<file path="src/rtl/gpio_bank_pkg.sv">
package gpio_bank_pkg;

    localparam int ADDR_W  = 12;
    localparam int HALF_W  = 16;
    localparam int HALVES  = 2;
    localparam int PINS    = HALF_W * HALVES;
    localparam int SYNC_N  = 2;

    localparam logic [ADDR_W-1:0] OFS_LOW   = 12'h000;
    localparam logic [ADDR_W-1:0] OFS_HIGH  = 12'h004;
    localparam logic [ADDR_W-1:0] OFS_LEVEL = 12'h060;
    localparam logic [ADDR_W-1:0] OFS_DIR   = 12'h204;
    localparam logic [ADDR_W-1:0] OFS_OEN   = 12'h208;

    typedef enum logic [2:0] {
        SEL_NONE,
        SEL_LOW,
        SEL_HIGH,
        SEL_LEVEL,
        SEL_DIR,
        SEL_OEN
    } reg_sel_e;

    typedef struct packed {
        logic [HALF_W-1:0] keep;
        logic [HALF_W-1:0] value;
    } masked_word_t;

    typedef struct packed {
        logic [PINS-1:0] dir;
        logic [PINS-1:0] oen;
    } ctrl_regs_t;

    function automatic reg_sel_e decode_offset(input logic [ADDR_W-1:0] a);
        case (a)
            OFS_LOW:   return SEL_LOW;
            OFS_HIGH:  return SEL_HIGH;
            OFS_LEVEL: return SEL_LEVEL;
            OFS_DIR:   return SEL_DIR;
            OFS_OEN:   return SEL_OEN;
            default:   return SEL_NONE;
        endcase
    endfunction

    // Bits whose keep flag is set retain the old value.
    function automatic logic [HALF_W-1:0] merge_half(
        input logic [HALF_W-1:0] old_v,
        input masked_word_t      w
    );
        return (old_v & w.keep) | (w.value & ~w.keep);
    endfunction

    function automatic reg_sel_e half_select(input int idx);
        return (idx == 0) ? SEL_LOW : SEL_HIGH;
    endfunction

endpackage

</file>
<file path="src/rtl/gpio_addr_decode.sv">
module gpio_addr_decode
    import gpio_bank_pkg::*;
(
    input  logic [ADDR_W-1:0] addr,
    output reg_sel_e          sel
);
    always_comb begin
        sel = decode_offset(addr);
    end
endmodule

</file>
<file path="src/rtl/gpio_in_sync.sv">
module gpio_in_sync #(
    parameter int WIDTH  = 32,
    parameter int STAGES = 2
) (
    input  logic             clk,
    input  logic             rst,
    input  logic [WIDTH-1:0] raw,
    output logic [WIDTH-1:0] synced
);
    logic [WIDTH-1:0] chain [STAGES];

    genvar s;
    generate
        for (s = 0; s < STAGES; s++) begin : g_stage
            if (s == 0) begin : g_first
                always_ff @(posedge clk) begin
                    if (rst) chain[s] <= '0;
                    else     chain[s] <= raw;
                end
            end else begin : g_next
                always_ff @(posedge clk) begin
                    if (rst) chain[s] <= '0;
                    else     chain[s] <= chain[s-1];
                end
            end
        end
    endgenerate

    assign synced = chain[STAGES-1];
endmodule

</file>
<file path="src/rtl/gpio_masked_out.sv">
module gpio_masked_out
    import gpio_bank_pkg::*;
(
    input  logic            clk,
    input  logic            rst,
    input  logic            wr,
    input  reg_sel_e        sel,
    input  masked_word_t    word,
    output logic [PINS-1:0] out_q
);
    genvar h;
    generate
        for (h = 0; h < HALVES; h++) begin : g_half
            localparam int LO = h * HALF_W;
            logic hit;
            assign hit = wr && (sel == half_select(h));
            always_ff @(posedge clk) begin
                if (rst)
                    out_q[LO +: HALF_W] <= '0;
                else if (hit)
                    out_q[LO +: HALF_W] <= merge_half(out_q[LO +: HALF_W], word);
            end
        end
    endgenerate
endmodule

</file>
<file path="src/rtl/gpio_ctrl_regs.sv">
module gpio_ctrl_regs
    import gpio_bank_pkg::*;
(
    input  logic            clk,
    input  logic            rst,
    input  logic            wr,
    input  reg_sel_e        sel,
    input  logic [PINS-1:0] wdata,
    output ctrl_regs_t      regs
);
    always_ff @(posedge clk) begin
        if (rst) begin
            regs <= '0;
        end else if (wr) begin
            if (sel == SEL_DIR) regs.dir <= wdata;
            if (sel == SEL_OEN) regs.oen <= wdata;
        end
    end
endmodule

</file>
<file path="src/rtl/gpio_mask_bank.sv">
module gpio_mask_bank
    import gpio_bank_pkg::*;
(
    input  logic              clk,
    input  logic              rst,
    input  logic              bus_wr,
    input  logic              bus_rd,
    input  logic [ADDR_W-1:0] bus_addr,
    input  logic [PINS-1:0]   bus_wdata,
    output logic [PINS-1:0]   bus_rdata,
    input  logic [PINS-1:0]   pin_in,
    output logic [PINS-1:0]   pin_out,
    output logic [PINS-1:0]   pin_oe
);
    reg_sel_e        sel;
    ctrl_regs_t      ctrl;
    logic [PINS-1:0] level;
    logic [PINS-1:0] rd_next;
    masked_word_t    mword;

    assign mword = masked_word_t'(bus_wdata);

    gpio_addr_decode u_dec (
        .addr (bus_addr),
        .sel  (sel)
    );

    gpio_masked_out u_out (
        .clk   (clk),
        .rst   (rst),
        .wr    (bus_wr),
        .sel   (sel),
        .word  (mword),
        .out_q (pin_out)
    );

    gpio_ctrl_regs u_ctrl (
        .clk   (clk),
        .rst   (rst),
        .wr    (bus_wr),
        .sel   (sel),
        .wdata (bus_wdata),
        .regs  (ctrl)
    );

    gpio_in_sync #(.WIDTH(PINS), .STAGES(SYNC_N)) u_sync (
        .clk    (clk),
        .rst    (rst),
        .raw    (pin_in),
        .synced (level)
    );

    assign pin_oe = ctrl.dir & ctrl.oen;

    always_comb begin
        case (sel)
            SEL_LEVEL: rd_next = level;
            SEL_DIR:   rd_next = ctrl.dir;
            SEL_OEN:   rd_next = ctrl.oen;
            default:   rd_next = '0;
        endcase
    end

    always_ff @(posedge clk) begin
        if (rst)         bus_rdata <= '0;
        else if (bus_rd) bus_rdata <= rd_next;
        else             bus_rdata <= '0;
    end
endmodule

</file>
<file path="config.mk">
export PLATFORM = sky130hd
export DESIGN_NAME = gpio_mask_bank
export DESIGN_NICKNAME = d
export VERILOG_FILES = /design/src/rtl/gpio_bank_pkg.sv /design/src/rtl/gpio_addr_decode.sv /design/src/rtl/gpio_in_sync.sv /design/src/rtl/gpio_masked_out.sv /design/src/rtl/gpio_ctrl_regs.sv /design/src/rtl/gpio_mask_bank.sv
export SDC_FILE = /design/constraint.sdc
export NUM_CORES = 1
export LEC_CHECK = 0
export BUFFER_PORTS_ARGS = -buffer_cell sky130_fd_sc_hd__buf_2
export CORE_MARGIN = 3
export CORE_UTILIZATION = 30
export CTS_BUF_LIST = sky130_fd_sc_hd__clkbuf_16
export CTS_CLUSTER_SIZE = 20
export DETAILED_ROUTE_END_ITERATION = 16
export GPL_TIMING_DRIVEN = 1
export HOLD_SLACK_MARGIN = 0.15
export SLEW_MARGIN = 0
export SYNTH_ARGS = -nofsm -noshare
export SYNTH_HDL_FRONTEND = slang
export SYNTH_SLANG_ARGS = --single-unit
</file>
<file path="constraint.sdc">
create_clock -name clk -period 1.2 [get_ports clk]
set_input_delay 0.06 -clock clk [delete_from_list [all_inputs] [get_ports clk]]
set_output_delay 0.06 -clock clk [all_outputs]
set_load 0.005 [all_outputs]
</file>
# --- Yosys cells after proc, flatten, opt, wreduce, memory -nomap -nowiden ---
# Memory sizes are Yosys's and may differ from the RTL's.
# Index checks and enable logic that the tools add are counted.
# W data, S select, Z words.
totals:
  reg_bits: 128
  mem_bits_rw: 64
  in_bits: 80
  output_inout_bits: 96
  word_cells: 38
  mem_count: 1
op_classes:
  n_eq_ne: 9
  mux: 7
  n_bitwise: 10
  n_reduce_logical: 6
memory_table:
  columns: ["name", "depth", "word_bits", "rd", "rd_ports_with_merged_regs", "wr", "line", "source"]
  rows:
  - ["u_sync.chain", 2, 32, 2, 0, 2, "gpio_in_sync.sv:10", "logic [WIDTH-1:0] chain [STAGES];"]
op_table:
  columns: ["op", "n"]
  rows:
  - ["$pmux W32 S3", 1]
  - ["$mux W32", 2]
  - ["$and A16 B16 Y16", 3]
  - ["$and A32 B32 Y32", 1]
  - ["$or A16 B16 Y16", 2]
  - ["$eq A12 B10 Y1 const B", 2]
  - ["$not A16 Y16", 1]
  - ["$pmux W3 S5", 1]
  - ["$eq A12 B3 Y1 const B", 1]
  - ["$eq A12 B7 Y1 const B", 1]
  - ["$logic_not A12 Y1", 1]
  - ["$eq A3 B2 Y1 const B", 2]
  - ["$eq A3 B3 Y1 const B", 2]
  - ["$reduce_and A2 Y1", 2]
  - ["$eq A3 B1 Y1 const B", 1]
  - ["$mux W1", 3]
  - ["$logic_and A1 B1 Y1", 2]
  - ["$or A1 B1 Y1", 2]
  - ["$reduce_or A2 Y1", 1]
  - ["$not A1 Y1", 1]

# --- Longest topological paths before layout ---
# Gate-level depths: netlist of run 1.
logic_depth:
  ltp_word: 4
  ltp_mapped: 6
  ltp_nobuf: 3

# --- By module ---
# From an unflattened synthesis of run 1, not the netlist that was laid out.
unflattened:
  hier_cells: 732
  area_unflattened_um2: 7768.7
modules_own_cells:
  columns: ["mod", "n_inst", "cells_per_inst", "area_per_inst_um2", "seq_area_each_um2"]
  rows:
  - ["gpio_ctrl_regs", 1, 246, 2693.8, 1281.2]
  - ["gpio_in_sync", 1, 135, 1918.1, 1281.2]
  - ["gpio_mask_bank", 1, 179, 1686.6, 640.6]
  - ["gpio_masked_out", 1, 157, 1368.8, 640.6]
  - ["gpio_addr_decode", 1, 15, 101.3, 0.0]

# --- Worst setup path before layout of run 1 ---
# OpenSTA, ideal clock, no wires.
synth_timing:
  kind: "input to register"
  startpoint: "input bus_addr[11]"
  endpoint: "register bus_rdata[0]"
  setup_time_ns: 0.071
  arrival_ns: 1.198
  t_required_ns: 1.129
  setup_slack_ns: -0.069
  stages: 6
  path_buffers: 3
  path_cell_list: "clkbuf_1 -> nor4b_1 -> and4_1 -> clkbuf_2 -> buf_2 -> o2bb2ai_1"
synth_via:
  elab_chain_cells: 4
synth_lines:
  columns: ["element", "line", "source"]
  rows:
  - ["start: declaration", "gpio_mask_bank.sv:8", "input logic [ADDR_W-1:0] bus_addr,"]
  - ["$eq A12 B10 Y1 (tied with other cells)", "gpio_bank_pkg.sv:35", "case (a)"]
  - ["$pmux W3 S5 *", "gpio_bank_pkg.sv:35", null]
  - ["$eq A3 B3 Y1 / $eq A3 B2 Y1 (equally long branches)", "gpio_mask_bank.sv:56", "case (sel)"]
  - ["$pmux W32 S3 *", "gpio_mask_bank.sv:56", null]
  - ["end signal: assignment", "gpio_mask_bank.sv:66", "else if (bus_rd) bus_rdata <= rd_next;"]
  - ["end: declaration", "gpio_mask_bank.sv:10", "output logic [PINS-1:0] bus_rdata,"]
# Every way passes the cells marked *; elsewhere a longest branch is shown, timed or not.
# A chain may end at the register's enable or synchronous reset.

# --- Worst setup path in the final report of run 1 ---
layout_timing:
  startpoint: "register u_ctrl.regs[6] (netlist name)"
  endpoint: "output pin_oe[6]"
layout_via:
  elab_chain_cells: 1
layout_lines:
  columns: ["element", "line", "source"]
  rows:
  - ["start: declaration", "gpio_ctrl_regs.sv:9", "output ctrl_regs_t regs"]
  - ["$and A32 B32 Y32", "gpio_mask_bank.sv:53", "assign pin_oe = ctrl.dir & ctrl.oen;"]
  - ["end: declaration", "gpio_mask_bank.sv:13", "output logic [PINS-1:0] pin_oe"]
# No other way between the ends.

==> metrics.txt, run 1 <==
Syn Inst Count=695; Power Density=1240 mW/mm^2; vias=5,776; GRT Total Usage=0.160; most common cell after layout, fill and taps aside=dfxtp_1; fin util=0.431; Final Setup Violations=0; Clock Sinks=192; sequential fraction of the synthesis area=0.517; Max Slew Vio Count=0; Fin Hold WS=164 ps; Num CTS Buffers=17; final-stage net count=1,026; routability cong.=0.791; Initial Util=0.311; sw power=3.14 mW; via/cell ratio=4.53; Leak Pwr=4.47 nW; Non-Filler Instances=1,276; Yosys cell types=21; Slew headroom=0.763; DP Wirelength=15,100 um; IO Count=176; initial drt markers=318; fillcell total=2,310; initial antenna violation count=0; status=completed; CP Capture Type=output port; RSZ-0062 raised after global routing=no; final total power=12.8 mW; maximum VDD drop=757 uV; setup TNS=0 ps; Yosys top cell by area=dfxtp_1; Hold Crit Class=input pin to register; Placement Setup Slack=-174 ps; Antenna Violating Nets Remaining=0; setup bufs post-CTS=0; most frequent cells in the layout=187 x dfxtp_1, 174 x buf_2, 128 x nand2b_1; DRC viols=0; grt total ovfl=0; largest net degree at the start of global routing=66; fmax=0.862 GHz; synth warn=0; internal power=9.67 mW; Net Count, Synth=775; Worst setup SP type=register; # diodes=0; syn avg cell area=10.7 um^2; Final Cycle Share=0.967; Tmin final=1160 ps; Die Span X=163 um; vias in the first global route=5,722; Core Region=0.0239 mm^2; # rows=56; Cells after DPL=1,181; final hold violation count=0; kind of critical path=register to output port; Die Y=163 um; clk_lat worst skew=430 ps; fin area=0.0103 mm^2; Placed Area=0.00900 mm^2; first-pass GRT wire length=32,600 um; Avg WL per Cell=16.8 um; CP Data Required Time=1140 ps; crit-path max FO=3; worst slew pin tran=351 ps; PortBufs=175; root buf cell=clkbuf_16; Worst-path clk slew=80 ps; die footprint=0.0267 mm^2; clk buf depth=2; Post-Route WL=21,500 um; synthesis-to-layout area growth=38.5%; post-synth top area share=0.517; CTS tree=yes; share of cells above drive strength 1=0.294; critical path data arrival time=1100 ps; combinational share of power=0.072; CTS H-tree depth=4; most area-consuming cells after synthesis=dfxtp_1 52%, mux2i_1 13%, nand2b_1 11%, nor2b_1 5.6%, o2bb2ai_1 3.8%; Final WS setup=39.8 ps; First-pass DRT Iterations=4; # Max-Cap Violations=0; clock power share=0.422; Synth Register Bits=192; sequential fraction of design power=0.506; synthesized area=0.00744 mm^2; Final Skew=6.28 ps; switch share=0.245
power groups by stage:
stage               logic [mW]  registers (mW)  clock network, mW
global placement         0.743            6.63                  0
CTS                      0.906            6.48               5.54
finish                   0.927            6.48               5.41
global route              1.00            6.49               5.82
floorplan                0.348            6.63                  0
detailed placement       0.741            6.64                  0
area by class of cell:
type | count | area, um^2 | share of cell area
Tap cell | 319 | 399 | 0.0388
Clock buffer | 17 | 425 | 0.0413
Multi-Input combinational cell | 447 | 3480 | 0.338
Timing Repair Buffer | 288 | 2030 | 0.197
Clock inverter | 13 | 121 | 0.0118
Sequential cell | 192 | 3850 | 0.374
synth_stat cells:
| library cell | count |
|---|---|
| o2bb2ai_1 | 32 |
| nor2b_1 | 66 |
| and4_1 | 2 |
| nor2_1 | 1 |
| nor4bb_1 | 1 |
| nor3b_2 | 1 |
| buf_2 | 7 |
| nor4b_1 | 17 |
| nor3_2 | 2 |
| a22oi_1 | 32 |
| and2_1 | 32 |
| clkbuf_2 | 1 |
| mux2i_1 | 96 |
| nand2b_1 | 128 |
| clkbuf_1 | 44 |
| nor4_4 | 1 |
| buf_4 | 3 |
| and4b_1 | 2 |
| dfxtp_1 | 192 |
| nand4_1 | 34 |
| buf_1 | 1 |
what timing repair did:
| item | in CTS | in global routing |
|---|---|---|
| setup endpoints to repair | 0 | 30 |
| hold buffers | 65 | 0 |
| gates resized for setup | 0 | 21 |
| hold endpoints to repair | 128 | 0 |
cell families (layout without fill, tap and decap cells):
family | count (synthesis) | in the layout | share of synthesized area
compound gates | 64 | 64 | 0.0700
buf+inv | 56 | 318 | 0.0311
flops | 192 | 192 | 0.517
mux | 96 | 96 | 0.129
simple gates | 287 | 287 | 0.253
routing by layer:
metal  vias up  wire length, um  track usage  share of wire
met5         -                0            0              0
met4         0              334       0.0523          0.016
met3        22             1240       0.0347          0.058
met2       154             9560        0.248           0.45
met1      2689            10300        0.222           0.48
li1       2911                -            -              -
path summary, 6_finish.rpt:
path | end | startpoint | depth (start not counted) | slack, ps
max | pin_oe[6] | u_ctrl.regs[6] | 2 | 40
min | register | bus_wdata[21] | 5 | 160
min reg2reg | bus_rdata[27] | u_sync.chain[1][27] | 1 | 430
max reg2reg | bus_rdata[16] | u_ctrl.regs[16] | 2 | 360
worst max-delay path: stages (launching register included):
cell,delay [ps]
dfxtp_1,360
and2_1,180
buf_2,130
No activity file was read; power rests on OpenSTA's default activity.
==> run 2, diff against run 1 <==
ABC_AREA = 1   (was unset)
CTS_CLUSTER_DIAMETER = 200   (was unset)
RECOVER_POWER = 25   (was unset)
==> metrics.txt, run 2 <==
Tmin final=1150 ps; CP Capture Type=output port; clk_lat worst skew=430 ps; # Max-Cap Violations=0; Final Setup Violations=0; Synth Register Bits=192; Die Span X=166 um; r2r setup slk=410 ps; Slowest cell on crit path=dfxtp_1; setup TNS=0 ps; worst setup path start=u_ctrl.regs[25]; Slowest Stage Delay on Critical Path=360 ps; final hold violation count=0; synth warn=0; Syn Inst Count=1,026; largest net degree at the start of global routing=100; top-count cell post-synth=nand2_1; Clock Sinks=192; DRC viols=0; fmax=0.869 GHz; synthesis-to-layout area growth=36.0%; adder-cell share of the synthesized area=0; Placement Setup Slack=-164 ps; Synth Area in Simple Gates=0.283; Async SR Flop Fraction=0; EDFF count, synth=0; post-synth top area share=0.502; maximum VDD drop=869 uV; Num CTS Buffers=17; Post-Route WL=23,900 um; Main synth FF type=dfxtp_1; crit-path max FO=3; GRT Total Usage=0.173; die footprint=0.0275 mm^2; IO Count=176; Final Skew=12.7 ps; Worst-path clk slew=80 ps; first-pass GRT wire length=38,300 um; Yosys cell types=22; final total power=12.7 mW; Max Slew Vio Count=0; # rows=57; via/cell ratio=4.60; Slew headroom=0.669; CTS tree=yes; sequential fraction of the synthesis area=0.502; fin area=0.0104 mm^2; setup bufs post-CTS=0; routability cong.=0.914; Placed Area=0.00921 mm^2; post-synthesis mux area share=0; Die Y=166 um; initial drt markers=527; syn avg cell area=7.47 um^2; RR Endpoint=bus_rdata[3]; most area-consuming cells after synthesis=dfxtp_1 50%, nand2_1 11%, nand3_1 7.5%, inv_1 7.4%, a21oi_1 7.2%; Power Density=1220 mW/mm^2; vias=7,403; share of cells above drive strength 1=0.218; DP Wirelength=17,200 um; final-stage net count=1,352; Core Region=0.0247 mm^2; Antenna Violating Nets Remaining=0; # diodes=0; fillcell total=2,579; Synth Area in Compound Gates=0.0924; Final Cycle Share=0.959; Post-Synth XOR/XNOR Area=0; main combinational cell family by area after synthesis=simple AND/OR/NAND/NOR gates; critical path data arrival time=1090 ps; CP Cell Sequence=nand2_1, inv_1, buf_2; most common cell after layout, fill and taps aside=nand2_1; First-pass DRT Iterations=5; top cells by count, synth=232 x nand2_1, 192 x dfxtp_1, 152 x inv_1; grt total ovfl=0; Final WS setup=49.0 ps; Worst setup SP type=register; Net Count, Synth=1,106; CTS H-tree depth=4; Yosys top cell by area=dfxtp_1; kind of critical path=register to output port; Leak Pwr=4.61 nW; vias in the first global route=7,236; R2R Path Start=u_ctrl.regs[35]; root buf cell=clkbuf_16; Reg2Reg Depth=4; Avg WL per Cell=14.9 um; Hold Crit Class=input pin to register; PortBufs=175; Initial Util=0.311; worst slew pin tran=496 ps; CP Data Required Time=1140 ps; most frequent cells in the layout=232 x nand2_1, 184 x dfxtp_1, 153 x inv_1; clk buf depth=2; status=completed; Worst setup endpoint=pin_oe[25]; Fin Hold WS=247 ps; synthesized area=0.00766 mm^2; RSZ-0062 raised after global routing=no; initial antenna violation count=0
==> run 2: cell types whose count changed in the layout (fill, tap and decap cells not counted), moves of 32 or more <==
cell and delta:
nand3_1 +115, mux2i_1 -96, o2bb2ai_1 -32, nor2_1 +69, a22oi_1 -32, inv_1 +153
nand2_1 +232, nor2b_1 -64, a21oi_1 +110, nand2b_1 -128
==> run 2: final cells by class <==
cell class	instances	area (um^2)	share of cell area
sequential	192	3850	0.370
multi-input combinational	609	2880	0.276
timing repair buffer	294	2120	0.204
inverter	158	594	0.0570
clock buffer	17	425	0.0408
tap	324	405	0.0389
clock inverter	15	143	0.0137
==> run 2: metrics by stage <==
stage | utilization | cells
floorplan | - | 1026
global placement | 0.373 | 1510
detailed placement | 0.373 | 1510
CTS | 0.423 | 1609
global route | 0.422 | 1609
finish | 0.422 | 1609
==> run 2: what timing repair did <==
action                                  in CTS  in global routing
endpoints found under the setup margin       0                 29
resized for setup                            0                  9
hold buffers                                67                  0
endpoints found under the hold margin      130                  0
==> run 2: kinds of logic (layout without fill, tap and decap cells) <==
logic type | after synthesis | count (layout)
AND/OR/NAND/NOR | 481 | 481
buffers and inverters | 225 | 484
flip-flops | 192 | 192
AO/OA/AOI/OAI | 128 | 128
==> run 2: worst max-delay path: cells and delay by family, from the launching register on <==
kind          cells  cell delay, ps
flops             1             360
buf+inv           2             240
simple gates      1              70
==> run 2: layer usage <==
layer	track usage	part of all wire	wire, um
met1	0.227	0.44	10600
met2	0.290	0.48	11400
met3	0.0362	0.063	1510
met4	0.0503	0.019	462
met5	0	0	0
==> run 2: where the power goes <==
group	total [mW]	switching (mW)	internal [mW]
sequential	6.49	0.0283	6.47
combinational	0.765	0.423	0.342
clock	5.48	2.71	2.76
total	12.7	3.16	9.57
==> run 2: worst min path at each step <==
stage	slack, ps	endpoint	cells past startpoint	from
after global routing	250	bus_rdata[9]	6	bus_addr[8]
after CTS	220	bus_rdata[5]	7	bus_addr[7]
after global placement	260	u_sync.chain[0][2]	3	pin_in[2]
after floorplan	170	u_sync.chain[0][0]	2	pin_in[0]
after detailed placement	270	u_sync.chain[0][4]	3	pin_in[4]
final	250	bus_rdata[5]	7	bus_addr[6]
==> run 3, diff against run 2 <==
clock period = 0.9 ns   (was 1.2 ns; I/O delays follow)
==> metrics.txt, run 3 (synthesis gave the netlist of run 2 again) <==
status=finished with violations; failing checks=negative setup slack; # Max-Cap Violations=0; CTS tree=yes; R2R Path Start=u_ctrl.regs[44]; IO Count=176; Max Slew Vio Count=0; Post-Route WL=27,000 um; clk_lat worst skew=430 ps; # diodes=0; Worst setup SP type=input pin; Slew headroom=0.754; Placed Area=0.00913 mm^2; Num CTS Buffers=17; CP Capture Type=register; fmax=0.923 GHz; Final Skew=11.0 ps; most frequent cells in the layout=197 x nand2_1, 130 x buf_2, 124 x inv_1; RSZ-0062 raised after global routing=yes; maximum VDD drop=1030 uV; clk buf depth=2; Initial Util=0.311; final hold violation count=0; final-stage net count=1,427; routability cong.=0.820; share of cells above drive strength 1=0.440; # rows=57; Worst-path clk slew=70 ps; Core Region=0.0247 mm^2; first-pass GRT wire length=39,800 um; Die Y=166 um; Final WS setup=-184 ps; Tmin final=1080 ps; Avg WL per Cell=16.0 um; root buf cell=clkbuf_16; CTS H-tree depth=4; kind of critical path=input pin to register; vias in the first global route=7,322; critical path data arrival time=1410 ps; Placement Setup Slack=-485 ps; crit-path max FO=37; Antenna Violating Nets Remaining=0; Leak Pwr=5.25 nW; worst setup path start=rst; initial antenna violation count=0; Clock Sinks=192; setup TNS=-12,600 ps; PortBufs=175; most common cell after layout, fill and taps aside=nand2_1; DRC viols=0; Final Cycle Share=1.20; largest net degree at the start of global routing=83; First-pass DRT Iterations=9; DP Wirelength=17,000 um; GRT Total Usage=0.180; grt total ovfl=0; Die Span X=166 um; Power Density=1470 mW/mm^2; die footprint=0.0275 mm^2; Final Setup Violations=158; Fin Hold WS=164 ps; initial drt markers=515; via/cell ratio=4.66; synthesis-to-layout area growth=55.1%; CP Data Required Time=1220 ps; fin area=0.0119 mm^2; worst slew pin tran=370 ps; vias=7,842; hold_sp=rst; Hold Crit Class=input pin to register
## run 3: cell count changes in the layout (fill, tap and decap cells not counted), sizes merged, moves of 2 or more
| cell | change |
|---|---|
| inv | -3 |
| buf | +94 |
| bufinv | +2 |
| clkbuf | -19 |
## run 3: power by group
group	internal, mW	leakage [nW]	switching (mW)
Combinational	0.499	3.35	0.658
Sequential	8.62	1.62	0.0348
Clock	4.14	0.280	3.49
## run 3: layout make-up
class	instances	area (um^2)
timing repair buffer	369	3050
clock inverter	15	155
sequential	192	3990
multi-input combinational	609	3230
fill	2442	12800
tap	324	405
clock buffer	17	425
inverter	158	631
## run 3: what timing repair did
item | CTS | global route
pin swaps | 15 | 52
setup endpoints to repair | 98 | 282
buffers inserted | 67 | 19
hold buffers | 66 | 2
endpoints found under the hold margin | 140 | 3
cloned | 0 | 7
gates resized for setup | 143 | 154
## run 3: per-layer routing
layer  vias up  global-route usage  routed length [um]
met1      3639               0.255               12600
met4         0              0.0561                 558
li1       3878                   -                   -
met3        36              0.0359                1640
met5         -                   0                   0
met2       289               0.277               12200
## run 3: metrics by stage
stage / instances / power, mW / util
3_3_place_gp: 1498 / 9.68 / 0.370
6_report: 1684 / 17.4 / 0.482
4_1_cts: 1663 / 17.5 / 0.451
5_1_grt: 1684 / 18.0 / 0.482
2_1_floorplan: 1026 / 9.24 / -
3_5_place_dp: 1498 / 9.69 / 0.370
## run 3: worst max-delay path, cell delays in order
cell           delay (ps)
buf_4                 150
dlygate4sd3_1         630
clkbuf_2              240
buf_12                240
nor2_1                 80
## run 3: final timing paths
check | slack (ps) | end | depth (start not counted)
worst max-delay path | -180 | u_sync.chain[0][28] | 5
worst min-delay path | 160 | u_sync.chain[0][1] | 3
worst min register to register | 400 | u_sync.chain[1][7] | 2
worst max register to register | 0 | bus_rdata[12] | 6
